**src/rtl/pbe_pkg.sv**
```systemverilog
package pbe_pkg;

  localparam int INSTR_W = 64;
  localparam int TGT_W   = 32;
  localparam int COMPS   = 4;
  localparam int SEL_W   = $clog2(COMPS);

  // Field positions that the branch encoding fixes
  localparam int CLASS_LO  = 61;
  localparam int OPC_LO    = 55;
  localparam int OPC_HI0   = 49;
  localparam int KIND_LO   = 37;
  localparam int A_INV_BIT = 52;
  localparam int A_SEL_LO  = 53;
  localparam int B_INV_BIT = 45;
  localparam int B_SEL_LO  = 46;

  localparam logic [2:0] CLASS_CODE = 3'b000;
  localparam logic [3:0] OPC_CODE   = 4'b0001;

  typedef enum logic [2:0] {
    KIND_LANE = 3'b000,
    KIND_OR   = 3'b001,
    KIND_AND  = 3'b010,
    KIND_ANY  = 3'b100,
    KIND_ALL  = 3'b101
  } kind_e;

  typedef struct packed {
    logic             is_branch;
    logic [2:0]       kind_raw;
    logic             inv_a;
    logic [SEL_W-1:0] sel_a;
    logic             inv_b;
    logic [SEL_W-1:0] sel_b;
    logic [TGT_W-1:0] target;
  } br_fields_t;

endpackage

```
**src/rtl/pbe_decode.sv**
```systemverilog
module pbe_decode
  import pbe_pkg::*;
(
  input  logic [INSTR_W-1:0] instr,
  output br_fields_t         fields
);

  logic class_hit;
  logic opc_hit;

  assign class_hit = (instr[CLASS_LO +: 3] == CLASS_CODE);
  assign opc_hit   = (instr[OPC_LO +: 4] == OPC_CODE) && !instr[OPC_HI0];

  always_comb begin
    fields           = '0;
    fields.is_branch = class_hit && opc_hit;
    fields.kind_raw  = instr[KIND_LO +: 3];
    fields.inv_a     = instr[A_INV_BIT];
    fields.sel_a     = instr[A_SEL_LO +: SEL_W];
    fields.inv_b     = instr[B_INV_BIT];
    fields.sel_b     = instr[B_SEL_LO +: SEL_W];
    fields.target    = instr[TGT_W-1:0];
  end

  // Bits that carry no meaning for condition evaluation
  logic unused_bits;
  assign unused_bits = ^{instr[36:32], instr[44:40], instr[48],
                         instr[51:50], instr[60:59]};

endmodule

```
**src/rtl/pbe_lane_cond.sv**
```systemverilog
module pbe_lane_cond
  import pbe_pkg::*;
#(
  parameter int NFIB = 16
) (
  input  logic [COMPS*NFIB-1:0] pred,
  input  logic                  inv_a,
  input  logic [SEL_W-1:0]      sel_a,
  input  logic                  inv_b,
  input  logic [SEL_W-1:0]      sel_b,
  output logic [NFIB-1:0]       cond_a,
  output logic [NFIB-1:0]       cond_b
);

  for (genvar f = 0; f < NFIB; f++) begin : g_fiber
    logic [COMPS-1:0] comps;
    assign comps     = pred[f*COMPS +: COMPS];
    assign cond_a[f] = comps[sel_a] ^ inv_a;
    assign cond_b[f] = comps[sel_b] ^ inv_b;
  end

endmodule

```
**src/rtl/pbe_reduce.sv**
```systemverilog
module pbe_reduce
  import pbe_pkg::*;
#(
  parameter int NFIB = 16
) (
  input  logic            is_branch,
  input  logic [2:0]      kind_raw,
  input  logic [NFIB-1:0] cond_a,
  input  logic [NFIB-1:0] cond_b,
  input  logic [NFIB-1:0] active,
  output logic            taken,
  output logic [NFIB-1:0] mask,
  output logic            illegal
);

  logic [NFIB-1:0] lane_m;
  logic [NFIB-1:0] or_m;
  logic [NFIB-1:0] and_m;
  logic            any_hit;
  logic            all_hit;

  assign lane_m  = cond_a & active;
  assign or_m    = (cond_a | cond_b) & active;
  assign and_m   = (cond_a & cond_b) & active;
  assign any_hit = |lane_m;
  assign all_hit = (|active) && (&(cond_a | ~active));

  always_comb begin
    taken   = 1'b0;
    mask    = '0;
    illegal = 1'b0;
    if (is_branch) begin
      case (kind_raw)
        KIND_LANE: begin
          mask  = lane_m;
          taken = any_hit;
        end
        KIND_OR: begin
          mask  = or_m;
          taken = |or_m;
        end
        KIND_AND: begin
          mask  = and_m;
          taken = |and_m;
        end
        KIND_ANY: begin
          taken = any_hit;
          mask  = any_hit ? active : '0;
        end
        KIND_ALL: begin
          taken = all_hit;
          mask  = all_hit ? active : '0;
        end
        default: illegal = 1'b1;
      endcase
    end
  end

endmodule

```
**src/rtl/predicate_branch_eval.sv**
```systemverilog
module predicate_branch_eval
  import pbe_pkg::*;
#(
  parameter int NFIB = 16
) (
  input  logic                  clk,
  input  logic                  rst_n,
  input  logic                  in_valid,
  output logic                  in_ready,
  input  logic [INSTR_W-1:0]    in_instr,
  input  logic [COMPS*NFIB-1:0] in_pred,
  input  logic [NFIB-1:0]       in_active,
  output logic                  out_valid,
  input  logic                  out_ready,
  output logic                  out_taken,
  output logic [NFIB-1:0]       out_mask,
  output logic [TGT_W-1:0]      out_target,
  output logic                  out_illegal
);

  br_fields_t      fields;
  logic [NFIB-1:0] cond_a;
  logic [NFIB-1:0] cond_b;
  logic            nx_taken;
  logic [NFIB-1:0] nx_mask;
  logic            nx_illegal;

  pbe_decode u_decode (
    .instr  (in_instr),
    .fields (fields)
  );

  pbe_lane_cond #(.NFIB(NFIB)) u_lanes (
    .pred   (in_pred),
    .inv_a  (fields.inv_a),
    .sel_a  (fields.sel_a),
    .inv_b  (fields.inv_b),
    .sel_b  (fields.sel_b),
    .cond_a (cond_a),
    .cond_b (cond_b)
  );

  pbe_reduce #(.NFIB(NFIB)) u_reduce (
    .is_branch (fields.is_branch),
    .kind_raw  (fields.kind_raw),
    .cond_a    (cond_a),
    .cond_b    (cond_b),
    .active    (in_active),
    .taken     (nx_taken),
    .mask      (nx_mask),
    .illegal   (nx_illegal)
  );

  assign in_ready = !out_valid || out_ready;

  always_ff @(posedge clk or negedge rst_n) begin
    if (!rst_n) begin
      out_valid   <= 1'b0;
      out_taken   <= 1'b0;
      out_mask    <= '0;
      out_target  <= '0;
      out_illegal <= 1'b0;
    end else if (in_ready) begin
      out_valid <= in_valid;
      if (in_valid) begin
        out_taken   <= nx_taken;
        out_mask    <= nx_mask;
        out_target  <= fields.target;
        out_illegal <= nx_illegal;
      end
    end
  end

endmodule

```
**config.mk**
```make
export PLATFORM = sky130hd
export DESIGN_NAME = predicate_branch_eval
export DESIGN_NICKNAME = d
export VERILOG_FILES = /design/src/rtl/pbe_pkg.sv /design/src/rtl/pbe_decode.sv /design/src/rtl/pbe_lane_cond.sv /design/src/rtl/pbe_reduce.sv /design/src/rtl/predicate_branch_eval.sv
export SDC_FILE = /design/constraint.sdc
export NUM_CORES = 1
export LEC_CHECK = 0
export BUFFER_PORTS_ARGS = -buffer_cell sky130_fd_sc_hd__buf_4
export CAP_MARGIN = 30
export CORE_MARGIN = 1.5
export CORE_UTILIZATION = 45
export DETAILED_ROUTE_END_ITERATION = 8
export GPL_TIMING_DRIVEN = 0
export PLACE_DENSITY = 0.84
export SYNTH_ARGS = -nofsm -noshare
export SYNTH_HDL_FRONTEND = slang
export SYNTH_SLANG_ARGS = --single-unit
export TNS_END_PERCENT = 50
```
**constraint.sdc**
```tcl
create_clock -name clk -period 2.2 [get_ports clk]
set_input_delay 0.33 -clock clk [delete_from_list [all_inputs] [get_ports clk]]
set_output_delay 0.33 -clock clk [all_outputs]
set_load 0.02 [all_outputs]
```
==> flow_metrics.tcl <==
set metrics [dict create \
    yosysUniqueCellTypes 54 \
    avgSynthCellArea_um2 8.946 \
    internal-power_mw 1.954 \
    path_clk_slew_ns 0.09 \
    diodes 0 \
    grt_pass1_vias 4574 \
    finalNetCount 827 \
    finalWorstSetupSlack_ns -0.3328 \
    syn-cell-area_um2 4357 \
    seqPwrFrac_pct 35.2 \
    setup.worst_path.end_class "flop" \
    worstSkewPairLatency_ns 0.30 \
    drive_above_1_share_pct 38.14 \
    yosysSeqAreaShare_pct 29.29 \
    grt_antenna_before_repair 0 \
    final_cell_mix "184 x buf_4, 122 x nand2_1, 51 x dfrtp_1" \
    clockRootBuffer "clkbuf_8" \
    fin_hold_ws_ns 0.02125 \
    cts_buffers 5 \
    first_iter_violations 293 \
    cp_slowest_cell "mux4_2" \
    synth-main-ff-cell "dfrtp_1" \
    report.final.setup_viol 17 \
    ios 200 \
    grt_overflow 0 \
    grt_pass1_wl_um 23070 \
    hp-class "in2async" \
    yosysTopAreaCell "dfrtp_1" \
    r2r_cells 8 \
    max-vdd-ir-drop_mv 0.3217 \
    cp_num_cells 9 \
    path_delay_family "compound AO/OA/AOI/OAI gates" \
    combPwrFrac_pct 43.5 \
    die_area_um2 10280 \
    critPathLaunchType "input port" \
    seqCellArea_um2 1276 \
    cp_cell_sequence "buf_12 -> mux4_2 -> xnor2_4 -> a222oi_1 -> nand4_1 -> or3_4 -> a32oi_4 -> buf_8 -> o21ai_2" \
    wl_um 14920 \
    crit_start "in_instr[53]" \
    p_sw_mw 1.056 \
    clk_path_buf_depth 2 \
    yosysWarnings 0 \
    finalClockSkew_ns 0.006989 \
    dp_hpwl_um 12500 \
    area_growth_pct 40.95 \
    synthCells 487 \
    worst_pin_slew_ns 0.6961 \
    vias 4647 \
    period_share_pct 115.1 \
    dp_slack_ns -0.9786 \
    final_core_util_pct 65.84 \
    power_frac_clock_pct 21.3 \
    start_util_pct 46.71 \
    fin_crit_ns 2.533 \
    critical_path.max_fanout 10 \
    multi_input_area_um2 2955 \
    wl_per_cell_um 18.46 \
    synth_top_area_share_pct 29.29 \
    synth_edf_count 0 \
    maxSlewHeadroom_pct 53.17 \
    routed_via_density 5.751 \
    reg2reg_slack_ns -0.11 \
    ant_nets 0 \
    grt_max_degree 52 \
    core_area_um2 9328 \
    async_flop_share_pct 100.0 \
    p_sw_share_pct 35.09 \
    leakagePower_nw 2.827 \
    rr_startpoint "out_valid" \
    drt_first_pass_iters 6 \
    fill_cells 753 \
    worstSetupPathType "in2reg" \
    syn_nets 635 \
    grt_use_total_pct 28.85 \
    die_h_um 101.4 \
    fmax_mhz 394.8 \
    htreeDepth 2 \
    cp.arrival_ns 2.72 \
    cp_data_required_time_ns 2.38 \
    final_common_cell "buf_4" \
    drc 0 \
    cap_viol_max_count 0 \
    die_w_um 101.4 \
    rsz0062_at_grt "yes" \
    io_buffers 179 \
    clkSinkCount 51 \
    cts_tree "yes" \
    rows 35 \
    p_per_area_nw_per_um2 490.2 \
    hold_viol 0 \
    violations "setup timing" \
    ys_ff_latch 51 \
    cp_num_buf_inv 2 \
    maxSlewViolCount 0 \
    status "complete, but fails checks" \
    synthTopCellsByArea "dfrtp_1 29%, mux4_2 14%, nand2_1 11%, xnor2_1 7.2%, a22oi_1 4.5%" \
    gp_congestion 0.9412 \
    max_stage_delay_ns 0.57 \
]
[final timing paths]
check,endpoint
worst max-delay path,out_mask[5]
worst min-delay path,out_target[6]
worst max register to register,out_mask[3]
worst min register to register,out_target[9]
max in group asynchronous,out_mask[14]
min in group clk,out_target[0]
[power groups by stage]
| stage | sequential (mW) | clock (mW) | combinational [mW] |
|---|---|---|---|
| after global routing | 1.07 | 0.686 | 1.41 |
| after floorplan | 1.17 | 0 | 0.616 |
| after CTS | 1.06 | 0.652 | 1.29 |
| final | 1.06 | 0.641 | 1.31 |
| after global placement | 1.07 | 0 | 1.23 |
| after detailed placement | 1.08 | 0 | 1.25 |
[routing by layer]
layer	global-route usage, %	vias to the layer above	share of wire [%]
met2	51.88	273	49
met3	4.210	19	8.4
met1	36.55	2191	41
met5	0	-	0
li1	-	2164	-
met4	7.051	0	1.9
[flip-flops by register name (all words and copies together) (netlist names)]
name         count
out_illegal      1
out_valid        1
out_taken        1
out_target      32
out_mask        16
[kinds of logic (layout without fill, tap and decap cells)]
logic type	after synthesis	count (layout)	share of synthesized area [%]
and+or+nand+nor	198	198	20.56
AOI/OAI and AO/OA	103	103	17.06
muxes	45	45	19.18
buffers and inverters	48	240	5.112
DFF	51	51	29.29
xor gates and xnor gates	42	42	8.788
[cell type report]
| type | instances | share of cell area, % |
|---|---|---|
| Tap cell | 129 | 2.628 |
| Multi-Input combinational cell | 388 | 48.13 |
| Sequential cell | 51 | 20.78 |
| Inverter | 18 | 1.100 |
| Timing Repair Buffer | 185 | 22.68 |
| Buffer | 30 | 2.954 |
| Clock inverter | 2 | 0.6112 |
| Clock buffer | 5 | 1.121 |
[synthesized netlist by cell type (4+ instances only)]
| library cell | count |
|---|---|
| a21oi_1 | 12 |
| a221oi_1 | 4 |
| a222oi_1 | 4 |
| a22oi_1 | 26 |
| and2_1 | 5 |
| buf_1 | 4 |
| buf_2 | 4 |
| buf_6 | 5 |
| clkbuf_1 | 17 |
| dfrtp_1 | 51 |
| inv_1 | 17 |
| mux2i_1 | 13 |
| mux4_2 | 28 |
| nand2_1 | 122 |
| nand2b_1 | 6 |
| nand3_1 | 11 |
| nand4_1 | 4 |
| nor2_1 | 19 |
| nor3_1 | 8 |
| nor4_1 | 6 |
| o21ai_0 | 21 |
| o21ai_2 | 10 |
| xnor2_1 | 36 |
| xor2_1 | 4 |
[per-stage QoR]
stage	area [um^2]	power [mW]	cells	setup TNS (ns)
6_report	6141	3.010	808	-5.099
2_1_floorplan	4387	1.788	487	-5.562
3_3_place_gp	5892	2.308	795	-12.93
3_5_place_dp	5892	2.334	795	-12.63
5_1_grt	6141	3.161	808	-6.250
4_1_cts	6107	2.997	808	-4.951
[timing repair]
item,CTS,global route
hold buffers,0,0
setup buffers,6,0
resized for setup,18,5
pin swaps,2,0
setup endpoints to repair,17,17
(Power assumes the default switching activity.)
